--- src/rtl/prescaled_down_timer.sv ---
module prescaled_down_timer #(
  parameter int DW     = 8,
  parameter int PSEL_W = 3
) (
  input  logic          clk,
  input  logic          rst_n,
  input  logic          tick,
  input  logic [1:0]    sel,
  input  logic          wr,
  input  logic [DW-1:0] wdata,
  output logic [DW-1:0] rdata
);
  localparam int CNT_W  = DW + 2;
  localparam int MAX_SH = 2 * (1 << PSEL_W);
  localparam int REM_W  = MAX_SH + 2;
  localparam int SH_W   = $clog2(MAX_SH + 1);
  localparam int FLD_LO = 3;
  localparam int MOD_LO = FLD_LO + PSEL_W;
  localparam logic [1:0] SEL_CNT = 2'd0, SEL_LAT = 2'd1, SEL_CTL = 2'd2;

  logic [DW-1:0]           ctrl_q, ctrl_n;
  logic                    latched_q, latched_n;
  logic [DW:0]             latch_q, latch_n;
  logic signed [CNT_W-1:0] count_q, count_n;
  logic signed [REM_W-1:0] rem_q, rem_n;
  logic [SH_W-1:0]         sh_q, sh_n;

  logic                    run;
  logic [DW:0]             wval;
  logic [SH_W-1:0]         start_sh;
  logic signed [REM_W-1:0] div_v, rem_inc;
  logic signed [CNT_W-1:0] cnt_t;
  logic signed [REM_W-1:0] rem_t;

  assign run  = ctrl_q[1];
  assign wval = (wdata == '0) ? ((DW+1)'(1) << DW) : {1'b0, wdata};
  assign start_sh = (wdata[MOD_LO+1:MOD_LO] == 2'b01)
                  ? SH_W'(2 * (1 + int'(wdata[MOD_LO-1:FLD_LO])))
                  : SH_W'(2);
  assign div_v   = REM_W'(1) << sh_q;
  assign rem_inc = rem_q + REM_W'(1);

  always_comb begin
    ctrl_n    = ctrl_q;
    latched_n = latched_q;
    latch_n   = latch_q;
    count_n   = count_q;
    rem_n     = rem_q;
    sh_n      = sh_q;
    cnt_t     = count_q;
    rem_t     = rem_inc;
    if (wr) begin
      if (sel == SEL_LAT && !run) begin
        latch_n   = wval;
        count_n   = signed'({1'b0, wval});
        rem_n     = '0;
        latched_n = 1'b1;
      end else if (sel == SEL_CTL) begin
        if (run) begin
          if (!wdata[1]) begin
            ctrl_n[1] = 1'b0;
            latched_n = 1'b0;
          end
        end else begin
          ctrl_n = wdata;
          if (wdata[1]) begin
            sh_n  = start_sh;
            rem_n = '1;
            if (!latched_q) count_n = signed'({2'b00, count_q[DW-1:0] - DW'(1)});
            if (!wdata[0] && count_n == '0) ctrl_n[1] = 1'b0;
          end
        end
      end
    end else if (tick && run) begin
      if (rem_inc >= div_v) begin
        cnt_t = count_q - CNT_W'(1);
        rem_t = rem_inc - div_v;
      end
      rem_n = rem_t;
      if (ctrl_q[0]) begin
        count_n = (cnt_t < 0) ? cnt_t + signed'({1'b0, latch_q}) + CNT_W'(1) : cnt_t;
      end else if (cnt_t < 0 || (cnt_t == '0 && rem_t >= 4)) begin
        count_n   = '0;
        ctrl_n[1] = 1'b0;
        latched_n = 1'b0;
      end else begin
        count_n = cnt_t;
      end
    end
  end

  always_ff @(posedge clk) begin
    if (!rst_n) begin
      ctrl_q    <= '0;
      latched_q <= 1'b0;
      latch_q   <= (DW+1)'((1 << DW) - 1);
      count_q   <= '0;
      rem_q     <= '1;
      sh_q      <= '0;
    end else begin
      ctrl_q    <= ctrl_n;
      latched_q <= latched_n;
      latch_q   <= latch_n;
      count_q   <= count_n;
      rem_q     <= rem_n;
      sh_q      <= sh_n;
    end
  end

  always_comb begin
    case (sel)
      SEL_CNT: rdata = count_q[DW-1:0];
      SEL_LAT: rdata = latch_q[DW-1:0];
      SEL_CTL: rdata = ctrl_q;
      default: rdata = '0;
    endcase
  end
endmodule

--- config.mk ---
export PLATFORM = sky130hd
export DESIGN_NAME = prescaled_down_timer
export DESIGN_NICKNAME = d
export VERILOG_FILES = /design/src/rtl/prescaled_down_timer.sv
export SDC_FILE = /design/constraint.sdc
export NUM_CORES = 1
export LEC_CHECK = 0
export BUFFER_PORTS_ARGS = -buffer_cell sky130_fd_sc_hd__buf_2
export CAP_MARGIN = 20
export CORE_UTILIZATION = 45
export DETAILED_ROUTE_END_ITERATION = 6
export HOLD_SLACK_MARGIN = 0.08
export PLACE_DENSITY = 0.6
export SLEW_MARGIN = 15
export SYNTH_ARGS = -nofsm -noshare
export SYNTH_HDL_FRONTEND = slang
export SYNTH_SLANG_ARGS = --single-unit
--- constraint.sdc ---
create_clock -name clk -period 5.31 [get_ports clk]
set_input_delay 1.062 -clock clk [delete_from_list [all_inputs] [get_ports clk]]
set_output_delay 1.062 -clock clk [all_outputs]
set_load 0.01 [all_outputs]
==> impl_metrics.yaml <==
outcome:
  status: "finished clean"
pwr:
  p_per_area_nw_per_um2: 326.8
  finalPower_mw: 1.786
  peakVddDrop_uv: 192.6
  total_leakage_power_nw: 2.101
layout:
  fill_cells: 1084
  n_antenna_cell: 0
  nets: 730
  area_growth_pct: 11.63
  fin_area_um2: 5465
  fin_util_pct: 52.47
  register_area_um2: 1003
  multiInputGateArea_um2: 3724
  drive_above_1_share_pct: 15.73
synth:
  yosysWarningCount: 0
  syn_inst: 674
  synth.avg_cell_area_um2: 7.264
  synth_edf_count: 0
  yosys.area.top_type: "dfxtp_1"
  ys_seq_area_share_pct: 20.44
  synthArstFlopShare_pct: 0
  ys_top_cells_by_area: "dfxtp_1 (20%), nand2_1 (7.0%), ha_1 (5.6%), o21ai_0 (5.5%), xnor2_1 (4.8%)"
  synth_top_cell_area_share_pct: 20.44
  synthFlopType: "dfxtp_1"
  syn_area_um2: 4896
  ys_ff_latch: 50
  synth.net_count: 711
  ys_types: 84
timing:
  post-route-period-util_pct: 93.68
  min_period_ps: 4974
  max_freq_mhz: 201.0
  timing.hold.ws_ps: 483.9
  maxSlewHeadroom_pct: 36.04
  slew_viol_final: 0
  finClkSkew_ps: 13.63
  setup_slack_ps: 335.7
  hold_violations: 0
  worst_pin_slew_ps: 949.4
  setup_viol: 0
worst_setup_path:
  reg2reg_depth: 25
  crit_type: "flip-flop to flip-flop"
  crit_path_frequent_cell: "a21o_1"
  path_buf_inv: 2
  slowest_stage: "a2111o_1"
  critPathRequiredTime_ps: 5540
  worstSetupStartpointType: "flip-flop"
  end_kind: "flip-flop"
  crit_path_max_incr_delay_ps: 530
  worstSetupPathDepth: 25
  critPathMaxFanout: 5
  cp.arrival_ps: 5200
  crit_family: "compound AO/OA/AOI/OAI gates"
floorplan:
  die_w_um: 106.3
  die_y_um: 106.3
  rows: 37
  initial_core_util_pct: 47.00
  die_area_um2: 11300
  fp.coreArea_um2: 10420
  ioPinCount: 22
place:
  io_buffer_count: 21
  place_ws_ps: 74.85
  dpl.hpwl_um: 12250
  place.gp.congestion: 0.9226
  dpl-instance-area_um2: 5228
clock_network:
  root_buffer: "clkbuf_8"
  cts_max_path_buffers: 2
  clk_latency_ps: 310
  clk_pin_slew_ps: 110
  cts-buffers-inserted: 5
  cts.sink_count: 50
  h-tree-depth: 2
  cts_hold_buffers: 0
  cts_tree: "built"
detailed_routing:
  drt_wl_total_um: 16140
  viasPerCell: 6.282
  ant_nets: 0
  drc_errors: 0
  drt_iter0_markers: 354
  via_count: 5208
  wl_per_cell_um: 19.47
  first_pass_iters: 5
hold_path:
  whs_path_depth: 2
  hp-class: "flip-flop to flip-flop"
global_routing:
  grt_max_degree: 32
  grt_usage_pct: 29.25
  antenna_found_initial: 0
  overflow: 0
  grt_pass1_vias: 5005
  grt_pass1_wl_um: 25930
job:
  cap_violations: 0
[per-layer routing]
metal / up-vias / wire, um / GRT usage, % / share of wire [%]
li1: 2499 / - / - / -
met1: 2453 / 6912 / 37.54 / 43
met2: 208 / 7624 / 48.98 / 47
met3: 48 / 935 / 2.943 / 5.8
met4: 0 / 669 / 13.89 / 4.1
met5: - / 0 / 0 / 0
[path summary, 6_finish.rpt]
path,start,to,slack (ps)
worst max register to register,rem_q[0]$_SDFFE_PN1P_,count_q[8]$_SDFFE_PN0P_,340
worst min register to register,ctrl_q[2]$_SDFFE_PN0P_,ctrl_q[2]$_SDFFE_PN0P_,480
worst max-delay path,rem_q[0]$_SDFFE_PN1P_,count_q[8]$_SDFFE_PN0P_,340
worst min-delay path,ctrl_q[2]$_SDFFE_PN0P_,ctrl_q[2]$_SDFFE_PN0P_,480
[state kept, by name (all words and copies together), names as in the netlist]
register / count
count_q: 10
latch_q: 9
latched_q: 1
sh_q: 4
ctrl_q: 8
rem_q: 18
[Yosys cell counts, types with 6 or more instances]
master,count
nand2b_1,10
a21o_1,7
xor2_1,21
nor4_1,8
and3_1,7
a221o_1,7
nand2_1,91
o211ai_1,11
o21ai_0,54
inv_1,16
nor2b_1,12
clkbuf_1,33
ha_1,22
nand4_1,11
and2_1,6
buf_2,7
mux2i_1,12
nor3_1,18
dfxtp_1,50
a21oi_1,46
nor2_1,56
xnor2_1,27
a31oi_1,8
nand3_1,29
[final cells by class]
class | instances | area share [%]
clock buffers | 5 | 1.259
clock inverters | 2 | 0.2518
inverters | 17 | 1.168
multi-input cells | 559 | 68.13
flip-flops and latches | 50 | 18.36
well taps | 136 | 3.114
repair buffers | 60 | 7.715
[where the power goes]
| group | internal [mW] | switching (mW) | leakage, nW | total, mW |
|---|---|---|---|---|
| combinational | 0.461 | 0.653 | 1.65 | 1.11 |
| clock | 0.0917 | 0.141 | 0.0444 | 0.233 |
| sequential | 0.400 | 0.0400 | 0.409 | 0.440 |
[logic make-up (layout without fill, tap and decap cells)]
group / Yosys count / after routing / share of synthesized area, %
AOI/OAI and AO/OA: 192 / 192 / 26.63
and+or+nand+nor: 283 / 283 / 29.82
muxes: 12 / 12 / 2.453
buffers and inverters: 65 / 84 / 5.699
xor gates and xnor gates: 49 / 49 / 8.919
adders and majority gates: 23 / 23 / 6.031
DFF: 50 / 50 / 20.44
[tightest hold or removal path: stages (launching register included)]
cell	delay, ps
dfxtp_1	320
o21ai_0	60
a21oi_1	60
[metrics by stage]
| step | TNS [ps] | std cells |
|---|---|---|
| after global routing | -10.90 | 829 |
| after global placement | 0 | 818 |
| after CTS | 0 | 825 |
| after detailed placement | 0 | 818 |
| after floorplan | 0 | 674 |
| final | 0 | 829 |
[cells in the final DEF (no fill, tap or decap), types with 4 or more instances in the layout]
cell / count
a21o_1: 7
a21oi_1: 44
a221o_1: 7
a22oi_1: 4
a31oi_1: 8
and2_1: 5
and3_1: 7
and4_1: 4
buf_2: 21
buf_4: 37
clkbuf_8: 5
dfxtp_1: 48
ha_1: 20
inv_1: 15
mux2i_1: 12
nand2_1: 88
nand2b_1: 10
nand3_1: 29
nand4_1: 11
nor2_1: 55
nor2b_1: 12
nor3_1: 17
nor4_1: 7
o211ai_1: 11
o21ai_0: 50
o21ai_1: 4
o31ai_1: 4
or3_1: 4
xnor2_1: 25
xor2_1: 19
[what timing repair did]
item                                    in CTS  in global routing
resized for setup                            0                 26
buffers inserted                             0                  3
endpoints found under the setup margin       0                  5
Power figures use the tool's default switching activity.
